File: config.mk
export PLATFORM = sky130hd
export DESIGN_NAME = sdram_rdlat_pipe
export DESIGN_NICKNAME = d
export VERILOG_FILES = /design/src/rtl/sdram_dp_pkg.sv /design/src/rtl/sdp_rst_sync.sv /design/src/rtl/sdp_burst_seq.sv /design/src/rtl/sdp_lat_ctrl.sv /design/src/rtl/sdp_rd_pipe.sv /design/src/rtl/sdp_lane_out.sv /design/src/rtl/sdram_rdlat_pipe.sv
export SDC_FILE = /design/constraint.sdc
export NUM_CORES = 1
export LEC_CHECK = 0
export BUFFER_PORTS_ARGS = -buffer_cell sky130_fd_sc_hd__buf_2
export CAP_MARGIN = 20
export CORE_ASPECT_RATIO = 2
export CORE_UTILIZATION = 40
export CTS_BUF_LIST = sky130_fd_sc_hd__clkbuf_2
export DETAILED_ROUTE_END_ITERATION = 12
export GPL_ROUTABILITY_DRIVEN = 0
export PLACE_DENSITY_LB_ADDON = 0.25
export SYNTH_ARGS = -nofsm -noshare
export SYNTH_HDL_FRONTEND = slang
export SYNTH_SLANG_ARGS = --single-unit
File: constraint.sdc
create_clock -name clk -period 1.16 [get_ports clk]
set_input_delay 0.058 -clock clk [delete_from_list [all_inputs] [get_ports clk]]
set_output_delay 0.058 -clock clk [all_outputs]
set_load 0.02 [all_outputs]
File: src/rtl/sdram_dp_pkg.sv
package sdram_dp_pkg;

  typedef enum logic [0:0] {
    BEAT_RD = 1'b0,
    BEAT_WR = 1'b1
  } beat_kind_e;

endpackage

File: src/rtl/sdp_rst_sync.sv
module sdp_rst_sync (
  input  logic clk,
  input  logic rst_n,
  output logic rst_sn
);

  logic [1:0] sync_q;

  always_ff @(posedge clk or negedge rst_n) begin
    if (!rst_n) sync_q <= '0;
    else        sync_q <= {sync_q[0], 1'b1};
  end

  assign rst_sn = sync_q[1];

endmodule

File: src/rtl/sdp_burst_seq.sv
module sdp_burst_seq
  import sdram_dp_pkg::*;
#(
  parameter int MAX_BURST = 8,
  parameter int BC_W      = 2
) (
  input  logic            clk,
  input  logic            rst_n,
  input  logic            rd_cmd,
  input  logic            wr_cmd,
  input  logic            pre_cmd,
  input  logic [BC_W-1:0] burst_code,
  output logic            beat_rd,
  output logic            beat_wr,
  output logic            rd_busy
);

  localparam int CNT_W = $clog2(MAX_BURST);

  logic [CNT_W-1:0] rem_q, rem_d;
  beat_kind_e       kind_q, kind_d;
  logic [CNT_W:0]   blen;
  logic             upd_en;

  // burst length from the code: 1 << code
  assign blen = (CNT_W+1)'(1) << burst_code;

  always_comb begin
    rem_d   = rem_q;
    kind_d  = kind_q;
    beat_rd = 1'b0;
    beat_wr = 1'b0;
    if (rd_cmd) begin
      beat_rd = 1'b1;
      kind_d  = BEAT_RD;
      rem_d   = CNT_W'(blen - 1'b1);
    end else if (wr_cmd) begin
      beat_wr = 1'b1;
      kind_d  = BEAT_WR;
      rem_d   = CNT_W'(blen - 1'b1);
    end else if (pre_cmd) begin
      rem_d   = '0;
    end else if (rem_q != '0) begin
      beat_rd = (kind_q == BEAT_RD);
      beat_wr = (kind_q == BEAT_WR);
      rem_d   = rem_q - 1'b1;
    end
  end

  assign upd_en  = rd_cmd | wr_cmd | pre_cmd | (rem_q != '0);
  assign rd_busy = (rem_q != '0) && (kind_q == BEAT_RD);

  always_ff @(posedge clk or negedge rst_n) begin
    if (!rst_n) begin
      rem_q  <= '0;
      kind_q <= BEAT_RD;
    end else if (upd_en) begin
      rem_q  <= rem_d;
      kind_q <= kind_d;
    end
  end

endmodule

File: src/rtl/sdp_lat_ctrl.sv
module sdp_lat_ctrl #(
  parameter int MIN_LAT = 2,
  parameter int MAX_LAT = 3,
  parameter int RST_LAT = 3,
  parameter int LAT_W   = $clog2(MAX_LAT + 1)
) (
  input  logic             clk,
  input  logic             rst_n,
  input  logic             lat_long,
  input  logic             in_flight,
  output logic [LAT_W-1:0] lat_q
);

  logic [LAT_W-1:0] lat_d;
  logic             lat_en;

  assign lat_d  = lat_long ? LAT_W'(MAX_LAT) : LAT_W'(MIN_LAT);
  assign lat_en = !in_flight && (lat_d != lat_q);

  always_ff @(posedge clk or negedge rst_n) begin
    if (!rst_n)      lat_q <= LAT_W'(RST_LAT);
    else if (lat_en) lat_q <= lat_d;
  end

endmodule

File: src/rtl/sdp_rd_pipe.sv
module sdp_rd_pipe #(
  parameter int LANES     = 4,
  parameter int MAX_LAT   = 3,
  parameter int MASK_LEAD = 2,
  parameter int LAT_W     = $clog2(MAX_LAT + 1)
) (
  input  logic             clk,
  input  logic             rst_n,
  input  logic             in_valid,
  input  logic [LANES-1:0] in_mask,
  input  logic [LAT_W-1:0] lat_q,
  output logic             tap_v,
  output logic [LANES-1:0] tap_m,
  output logic             lead_v,
  output logic [LANES-1:0] lead_m,
  output logic             pend
);

  // stage k holds the read beat issued k cycles ago; stage 0 is this cycle
  logic             v_all [0:MAX_LAT];
  logic [LANES-1:0] m_all [0:MAX_LAT];
  logic [LAT_W-1:0] lead_idx;
  logic             sh_en;

  assign v_all[0] = in_valid;
  assign m_all[0] = in_mask;

  always_comb begin
    pend = 1'b0;
    for (int k = 1; k <= MAX_LAT; k++) pend = pend | v_all[k];
  end

  assign sh_en = pend | in_valid;

  for (genvar k = 1; k <= MAX_LAT; k++) begin : g_stage
    always_ff @(posedge clk or negedge rst_n) begin
      if (!rst_n) begin
        v_all[k] <= 1'b0;
        m_all[k] <= '0;
      end else if (sh_en) begin
        v_all[k] <= v_all[k-1];
        if (v_all[k-1]) m_all[k] <= m_all[k-1];
      end
    end
  end

  assign lead_idx = lat_q - LAT_W'(MASK_LEAD);
  assign tap_v    = v_all[lat_q];
  assign tap_m    = m_all[lat_q];
  assign lead_v   = v_all[lead_idx];
  assign lead_m   = m_all[lead_idx];

endmodule

File: src/rtl/sdp_lane_out.sv
module sdp_lane_out #(
  parameter int LANES = 4
) (
  input  logic             tap_v,
  input  logic [LANES-1:0] tap_m,
  input  logic             lead_v,
  input  logic [LANES-1:0] lead_m,
  input  logic             wr_beat,
  input  logic [LANES-1:0] wr_mask,
  output logic             rd_valid,
  output logic [LANES-1:0] rd_byte_en,
  output logic             bus_drive_en,
  output logic [LANES-1:0] dqm_out
);

  assign rd_valid     = tap_v;
  assign bus_drive_en = wr_beat & ~tap_v;

  for (genvar i = 0; i < LANES; i++) begin : g_lane
    assign rd_byte_en[i] = tap_v & ~tap_m[i];
    assign dqm_out[i]    = lead_v ? lead_m[i] : (wr_beat & wr_mask[i]);
  end

endmodule

File: src/rtl/sdram_rdlat_pipe.sv
module sdram_rdlat_pipe #(
  parameter int LANES     = 4,
  parameter int MIN_LAT   = 2,
  parameter int MAX_LAT   = 3,
  parameter int RST_LAT   = 3,
  parameter int MASK_LEAD = 2,
  parameter int MAX_BURST = 8,
  parameter int BC_W      = 2
) (
  input  logic             clk,
  input  logic             rst_n,
  input  logic             rd_cmd,
  input  logic             wr_cmd,
  input  logic             pre_cmd,
  input  logic [BC_W-1:0]  burst_code,
  input  logic             lat_long,
  input  logic [LANES-1:0] mask_req,
  output logic             rd_valid,
  output logic [LANES-1:0] rd_byte_en,
  output logic             bus_drive_en,
  output logic [LANES-1:0] dqm_out
);

  localparam int LAT_W = $clog2(MAX_LAT + 1);

  logic             rst_sn;
  logic             beat_rd, beat_wr, rd_busy;
  logic             pend, in_flight;
  logic [LAT_W-1:0] lat_q;
  logic             tap_v, lead_v;
  logic [LANES-1:0] tap_m, lead_m;

  sdp_rst_sync i_rst (
    .clk    (clk),
    .rst_n  (rst_n),
    .rst_sn (rst_sn)
  );

  sdp_burst_seq #(
    .MAX_BURST (MAX_BURST),
    .BC_W      (BC_W)
  ) i_seq (
    .clk        (clk),
    .rst_n      (rst_sn),
    .rd_cmd     (rd_cmd),
    .wr_cmd     (wr_cmd),
    .pre_cmd    (pre_cmd),
    .burst_code (burst_code),
    .beat_rd    (beat_rd),
    .beat_wr    (beat_wr),
    .rd_busy    (rd_busy)
  );

  assign in_flight = pend | rd_busy | beat_rd;

  sdp_lat_ctrl #(
    .MIN_LAT (MIN_LAT),
    .MAX_LAT (MAX_LAT),
    .RST_LAT (RST_LAT),
    .LAT_W   (LAT_W)
  ) i_lat (
    .clk       (clk),
    .rst_n     (rst_sn),
    .lat_long  (lat_long),
    .in_flight (in_flight),
    .lat_q     (lat_q)
  );

  sdp_rd_pipe #(
    .LANES     (LANES),
    .MAX_LAT   (MAX_LAT),
    .MASK_LEAD (MASK_LEAD),
    .LAT_W     (LAT_W)
  ) i_pipe (
    .clk      (clk),
    .rst_n    (rst_sn),
    .in_valid (beat_rd),
    .in_mask  (mask_req),
    .lat_q    (lat_q),
    .tap_v    (tap_v),
    .tap_m    (tap_m),
    .lead_v   (lead_v),
    .lead_m   (lead_m),
    .pend     (pend)
  );

  sdp_lane_out #(
    .LANES (LANES)
  ) i_out (
    .tap_v        (tap_v),
    .tap_m        (tap_m),
    .lead_v       (lead_v),
    .lead_m       (lead_m),
    .wr_beat      (beat_wr),
    .wr_mask      (mask_req),
    .rd_valid     (rd_valid),
    .rd_byte_en   (rd_byte_en),
    .bus_drive_en (bus_drive_en),
    .dqm_out      (dqm_out)
  );

endmodule

# Word level (Yosys, flattened, before mapping)
# Cells that the tools add are included.
dict set report totals {
  reg_bits 23
  out_inout_bits 10
  word_cells 84
  input_bits 12
}
dict set report op_classes {
  n_lt_le_gt_ge 2
  n_eq_ne 1
  n_addsub 3
  muxes 31
  shifts 1
  reduce_logical 11
  bitwise_logic 25
}
# operator n
set op_table {}
lappend op_table {{2-to-1 mux 1 bit} 19}
lappend op_table {{binary-select mux 4 bit (select 2 bit)} 2}
lappend op_table {{2-to-1 mux 4 bit} 4}
lappend op_table {{2-to-1 mux 3 bit} 4}
lappend op_table {{AND reduction 2 bit} 5}
lappend op_table {{AND 1 bit} 9}
lappend op_table {{OR 1 bit} 8}
lappend op_table {{greater-or-equal comparator 3 bit, second input constant} 2}
lappend op_table {{inverter 1 bit} 6}
lappend op_table {{inverter 2 -> 3 bit} 2}
lappend op_table {{subtractor 3 x 1 -> 3 bit, second input constant} 2}
lappend op_table {{binary-select mux 1 bit (select 2 bit)} 2}
lappend op_table {{nonzero test 4 bit} 1}
lappend op_table {{nonzero test 3 bit} 1}
lappend op_table {{<< shifter 1 x 2 -> 3 bit, first input constant} 1}
lappend op_table {{logical AND 1 bit} 2}
lappend op_table {{inequality test 2 bit} 1}
lappend op_table {{nonzero test 2 bit} 1}
lappend op_table {{subtractor 2 bit, second input constant} 1}
lappend op_table {{logical NOT 1 bit} 1}

# Depth between registers and ports, before layout
dict set report depth {
  word_depth 10
  depth_mapped 5
  mapped_depth_nobuf 5
}

# Modules after synthesis
# Synthesis repeated with hierarchy kept, for this count alone.
dict set report hier_totals {
  hier_cells 94
  hier_area_um2 1232.4
}
# mod area_each_um2 seq_area_each_um2 n_inst cells_per_inst
set modules_own_cells {}
lappend modules_own_cells {sdp_rd_pipe 779.5 375.4 1 45}
lappend modules_own_cells {sdp_burst_seq 254.0 100.1 1 28}
lappend modules_own_cells {sdp_lane_out 86.3 0.0 1 13}
lappend modules_own_cells {sdp_rst_sync 53.8 50.0 1 3}
lappend modules_own_cells {sdp_lat_ctrl 52.6 26.3 1 4}
lappend modules_own_cells {sdram_rdlat_pipe 6.3 0.0 1 1}

# Worst setup path after synthesis
# Ideal clock, no wire load.
dict set report synth_timing {
  path_kind {register to output}
  startpoint {register i_lat.lat_q[0]}
  endpoint {output port bus_drive_en}
  t_arrival_ps 1523
  t_required_ps 1102
  slack_ps -421
  n_path_buf 1
  stages_incl_launch_ff 5
  path_cell_list {dfstp_2 clkbuf_2 or2b_1 nand2_1 nor3_1}
}
dict set report synth_via {
  elab_chain_cells 6
}
# element line_no
set synth_rtl {}
lappend synth_rtl {{start: declaration} sdp_lat_ctrl.sv:11} ;# output logic [LAT_W-1:0] lat_q
lappend synth_rtl {{start signal: assignment} sdp_lat_ctrl.sv:21} ;# if (!rst_n) lat_q <= LAT_W'(RST_LAT);
lappend synth_rtl {{start signal: assignment} sdp_lat_ctrl.sv:22} ;# else if (lat_en) lat_q <= lat_d;
lappend synth_rtl {{inverter 2 -> 3 bit (implied by the code)} sdp_rd_pipe.sv:48} ;# assign tap_v = v_all[lat_q];
lappend synth_rtl {{binary-select mux 1 bit (select 2 bit)} sdp_rd_pipe.sv:48}
lappend synth_rtl {{2-to-1 mux 1 bit (implied by the code) (2 in a row)} sdp_rd_pipe.sv:48}
lappend synth_rtl {{net rd_valid} sdram_rdlat_pipe.sv:18} ;# output logic rd_valid,
lappend synth_rtl {{inverter 1 bit} sdp_lane_out.sv:17} ;# assign bus_drive_en = wr_beat & ~tap_v;
lappend synth_rtl {{AND 1 bit} sdp_lane_out.sv:17}
lappend synth_rtl {{end: declaration} sdram_rdlat_pipe.sv:20} ;# output logic bus_drive_en,
# The timed path passes the listed nets, and every way through them passes these cells. The select of a mux whose other input is x is not followed.

# Final worst setup path
dict set report layout_timing {
  startpoint {register i_pipe.v_all[2] (netlist name)}
  endpoint {output port dqm_out[3]}
}
dict set report layout_via {
  elab_chain_cells 4
}
# element line_no
set layout_rtl {}
lappend layout_rtl {{start: declaration} sdp_rd_pipe.sv:20} ;# logic v_all [0:MAX_LAT];
lappend layout_rtl {{start signal: indexed assignment} sdp_rd_pipe.sv:41} ;# v_all[k] <= v_all[k-1];
lappend layout_rtl {{binary-select mux 1 bit (select 2 bit)} sdp_rd_pipe.sv:50} ;# assign lead_v = v_all[lead_idx];
lappend layout_rtl {{2-to-1 mux 1 bit (implied by the code) (2 in a row)} sdp_rd_pipe.sv:50}
lappend layout_rtl {{2-to-1 mux 1 bit} sdp_lane_out.sv:21} ;# assign dqm_out[i] = lead_v ? lead_m[i] : (wr_beat & wr_mask[i]);
lappend layout_rtl {{end: declaration} sdram_rdlat_pipe.sv:21} ;# output logic [LANES-1:0] dqm_out
# No other way between the ends. The select of a mux whose other input is x is not followed.

==> impl_metrics.json <==
{
  "crit_arrival_ns": 1.63,
  "crit_slowest_cell": "dfrtp_1",
  "drive_gt1_frac": 0.629,
  "cp_max_fo": 4,
  "cp.required_ns": 1.10,
  "endpoint_kind": "output port",
  "avgRoutedWirePerCell_um": 16.1,
  "hold_depth": 3,
  "synth_top_family_by_area": "multiplexers",
  "ff2ff_path_depth": 7,
  "setup_viol": 22,
  "maxCapViolations": 0,
  "synth_top_area_share": 0.491,
  "drt_iter0_drc": 15,
  "critical_path_class": "register to output port",
  "crit_path_cell_trace": "o31a_4 > o31ai_4 > buf_6",
  "syn_to_final_growth_pct": 71.8,
  "synthDistinctLibCells": 32,
  "fill_cells": 178,
  "hold_path_class": "input pin to register",
  "start_kind": "register",
  "cts_tree": "done",
  "rsz0062_at_grt": "yes",
  "ant_nets": 0,
  "die_h_um": 75.1,
  "via_count": 895,
  "synth_edf_count": 0,
  "synth_fa_ha_area_frac": 0.0234,
  "yosys.area_share.simple": 0.0889,
  "grt_pass1_wl_mm": 4.33,
  "fin_crit_sh": 1.45,
  "synth_compound_area_frac": 0.135,
  "syn_area_per_cell_um2": 11.9,
  "vias_per_cell": 5.23,
  "hold_ws_ns": 0.0482,
  "synthesis.nets": 104,
  "max_freq_mhz": 594,
  "syn_inst": 90,
  "place_ws_ns": -0.272,
  "grt_pass1_vias": 988,
  "r2r_slack_ns": -0.49,
  "worst_path_largest_cell_delay_ns": 0.47,
  "yosys_register_bits": 22,
  "numCtsBuffers": 3,
  "finalNetCount": 158,
  "io_buffer_count": 21,
  "power.static_leakage_nw": 0.824,
  "die_w_um": 38.6,
  "grtUsageTotal": 0.215,
  "yosys_warnings": 0,
  "clkLatencyLatePin_ns": 0.35,
  "synthArstFlopShare": 1.00,
  "die_area_mm2": 0.00290,
  "powerDensity_mw_per_mm2": 1420,
  "clk_pin_slew_ns": 0.23,
  "antenna_cells": 0,
  "synth_area_leader_cell": "dfrtp_1",
  "dpl_cell_area_mm2": 0.00144,
  "finish.instance_area_mm2": 0.00184,
  "fin_util": 0.724,
  "violations": "negative setup slack",
  "outcome": "finished, violations left",
  "synth.area.mux_share": 0.146,
  "grt_overflow": 0,
  "ir_drop_v": 0.000875,
  "io_pins": 22,
  "core_mm2": 0.00254,
  "cts-root-buf": "clkbuf_2",
  "first_pass_iters": 4,
  "ys.flop_type": "dfrtp_1",
  "antenna_found_initial": 0,
  "cts.sinks": 22,
  "slew_violations": 0,
  "hpwl_mm": 1.94,
  "rows": 26,
  "h-tree-depth": 1,
  "clock_skew_ns": 0.0115,
  "fin_ws_ns": -0.524,
  "drt_wl_total_mm": 2.75,
  "fin_crit_ns": 1.68,
  "drc": 0,
  "cts_buffer_depth": 2,
  "synth_xor_area_frac": 0.0164,
  "syn-cell-area_mm2": 0.00107,
  "hold_viol": 0,
  "grt_max_degree": 21,
  "start_util": 0.422,
  "seq_area_frac_synth": 0.516,
  "synth.top_cells.by_area": "dfrtp_1 (49%), mux2_2 (13%), o31ai_1 (3.5%)"
}
==> cell families (layout without fill, tap and decap cells) <==
family | Yosys count | count (layout)
AO/OA/AOI/OAI | 17 | 17
XOR/XNOR | 2 | 2
adder cells (fa/ha/maj) | 2 | 2
buffers and inverters | 15 | 68
flip-flops | 22 | 22
multiplexers | 14 | 14
other | 1 | 1
AND/OR/NAND/NOR | 17 | 17
==> state kept, by name (all words and copies together) (netlist names) <==
| signal | cells |
|---|---|
| i_lat.lat_q | 1 |
| i_seq.kind_q | 1 |
| i_rst.sync_q | 2 |
| i_pipe.v_all | 3 |
| i_pipe.m_all | 12 |
| i_seq.rem_q | 3 |
==> per-stage QoR <==
stage	std cells	total power [mW]	TNS (ns)
3_5_place_dp	148	1.78	-2.68
5_1_grt	171	2.72	-8.83
6_report	171	2.60	-7.52
2_1_floorplan	90	1.53	-1.18
3_3_place_gp	148	1.75	-2.20
4_1_cts	169	2.54	-6.70
==> final timing paths <==
kind	from	endpoint
setup / recovery	i_pipe.v_all[2]$_DFFE_PN0P_	dqm_out[3]
hold / removal	rd_cmd	i_seq.kind_q$_DFFE_PN0P_
setup reg to reg	i_seq.rem_q[0]$_DFFE_PN0P_	i_pipe.m_all[9]$_DFFE_PN0P_
hold reg to reg	i_rst.sync_q[1]$_DFF_PN0_	i_pipe.m_all[10]$_DFFE_PN0P_
max in group asynchronous	rst_n	i_rst.sync_q[1]$_DFF_PN0_
min in group asynchronous	i_rst.sync_q[1]$_DFF_PN0_	i_pipe.m_all[10]$_DFFE_PN0P_
==> layout make-up <==
| type | instances | area (um2) | area share |
|---|---|---|---|
| Multi-Input combinational cell | 53 | 673 | 0.366 |
| Sequential cell | 22 | 552 | 0.300 |
| Timing Repair Buffer | 55 | 499 | 0.272 |
| Tap cell | 28 | 35.0 | 0.0191 |
| Inverter | 9 | 33.8 | 0.0184 |
| Clock inverter | 1 | 30.0 | 0.0163 |
| Clock buffer | 3 | 15.0 | 0.00817 |
==> power breakdown <==
part / internal, mW / switching (mW) / total (mW) / leakage, nW
Combinational: 0.585 / 0.475 / 1.06 / 0.541
Clock: 0.297 / 0.255 / 0.553 / 0.0266
Sequential: 0.881 / 0.108 / 0.988 / 0.257
Total: 1.76 / 0.839 / 2.60 / 0.824
==> critical path: cells and delay by family, from the launching register on <==
kind | cells | cell delay, ns
AO/OA/AOI/OAI | 2 | 0.66
flip-flops | 1 | 0.47
buffers and inverters | 1 | 0.15
==> synth_stat cells (2+ instances only) <==
cell type,number
buf_6,2
clkbuf_1,2
dfrtp_1,21
ha_1,2
inv_1,9
mux2_2,12
nand2_1,2
nand3_1,5
nor2_1,4
o22ai_1,4
o31ai_1,5
xnor2_1,2
==> layout by cell type (no fill, tap or decap), drive strengths merged, types with 2 or more instances in the layout <==
cell	Yosys	routed
inv	9	9
dfrtp	21	21
o31ai	5	5
a31oi	2	2
clkbuf	3	3
mux2	13	13
o22ai	4	4
dlygate4sd3	0	10
buf	3	45
ha	2	2
xnor2	2	2
o21ai	2	2
nand3	5	5
nand2	2	2
nor2	4	4
==> repair_timing <==
action,4_1_cts,5_1_grt
endpoints found under the hold margin,10,0
setup buffers,7,3
setup endpoints to repair,18,23
hold buffers,10,0
pin swaps,11,3
gates resized for setup,30,11
==> layer usage <==
metal,global-route usage,wire (um),up-vias,share of wire
met1,0.207,926,447,0.34
met4,0.111,61,0,0.022
met2,0.411,1700,23,0.62
li1,-,-,419,-
met5,0,0,-,0
met3,0.0265,62,6,0.023
No activity file was read; power rests on OpenSTA's default activity.
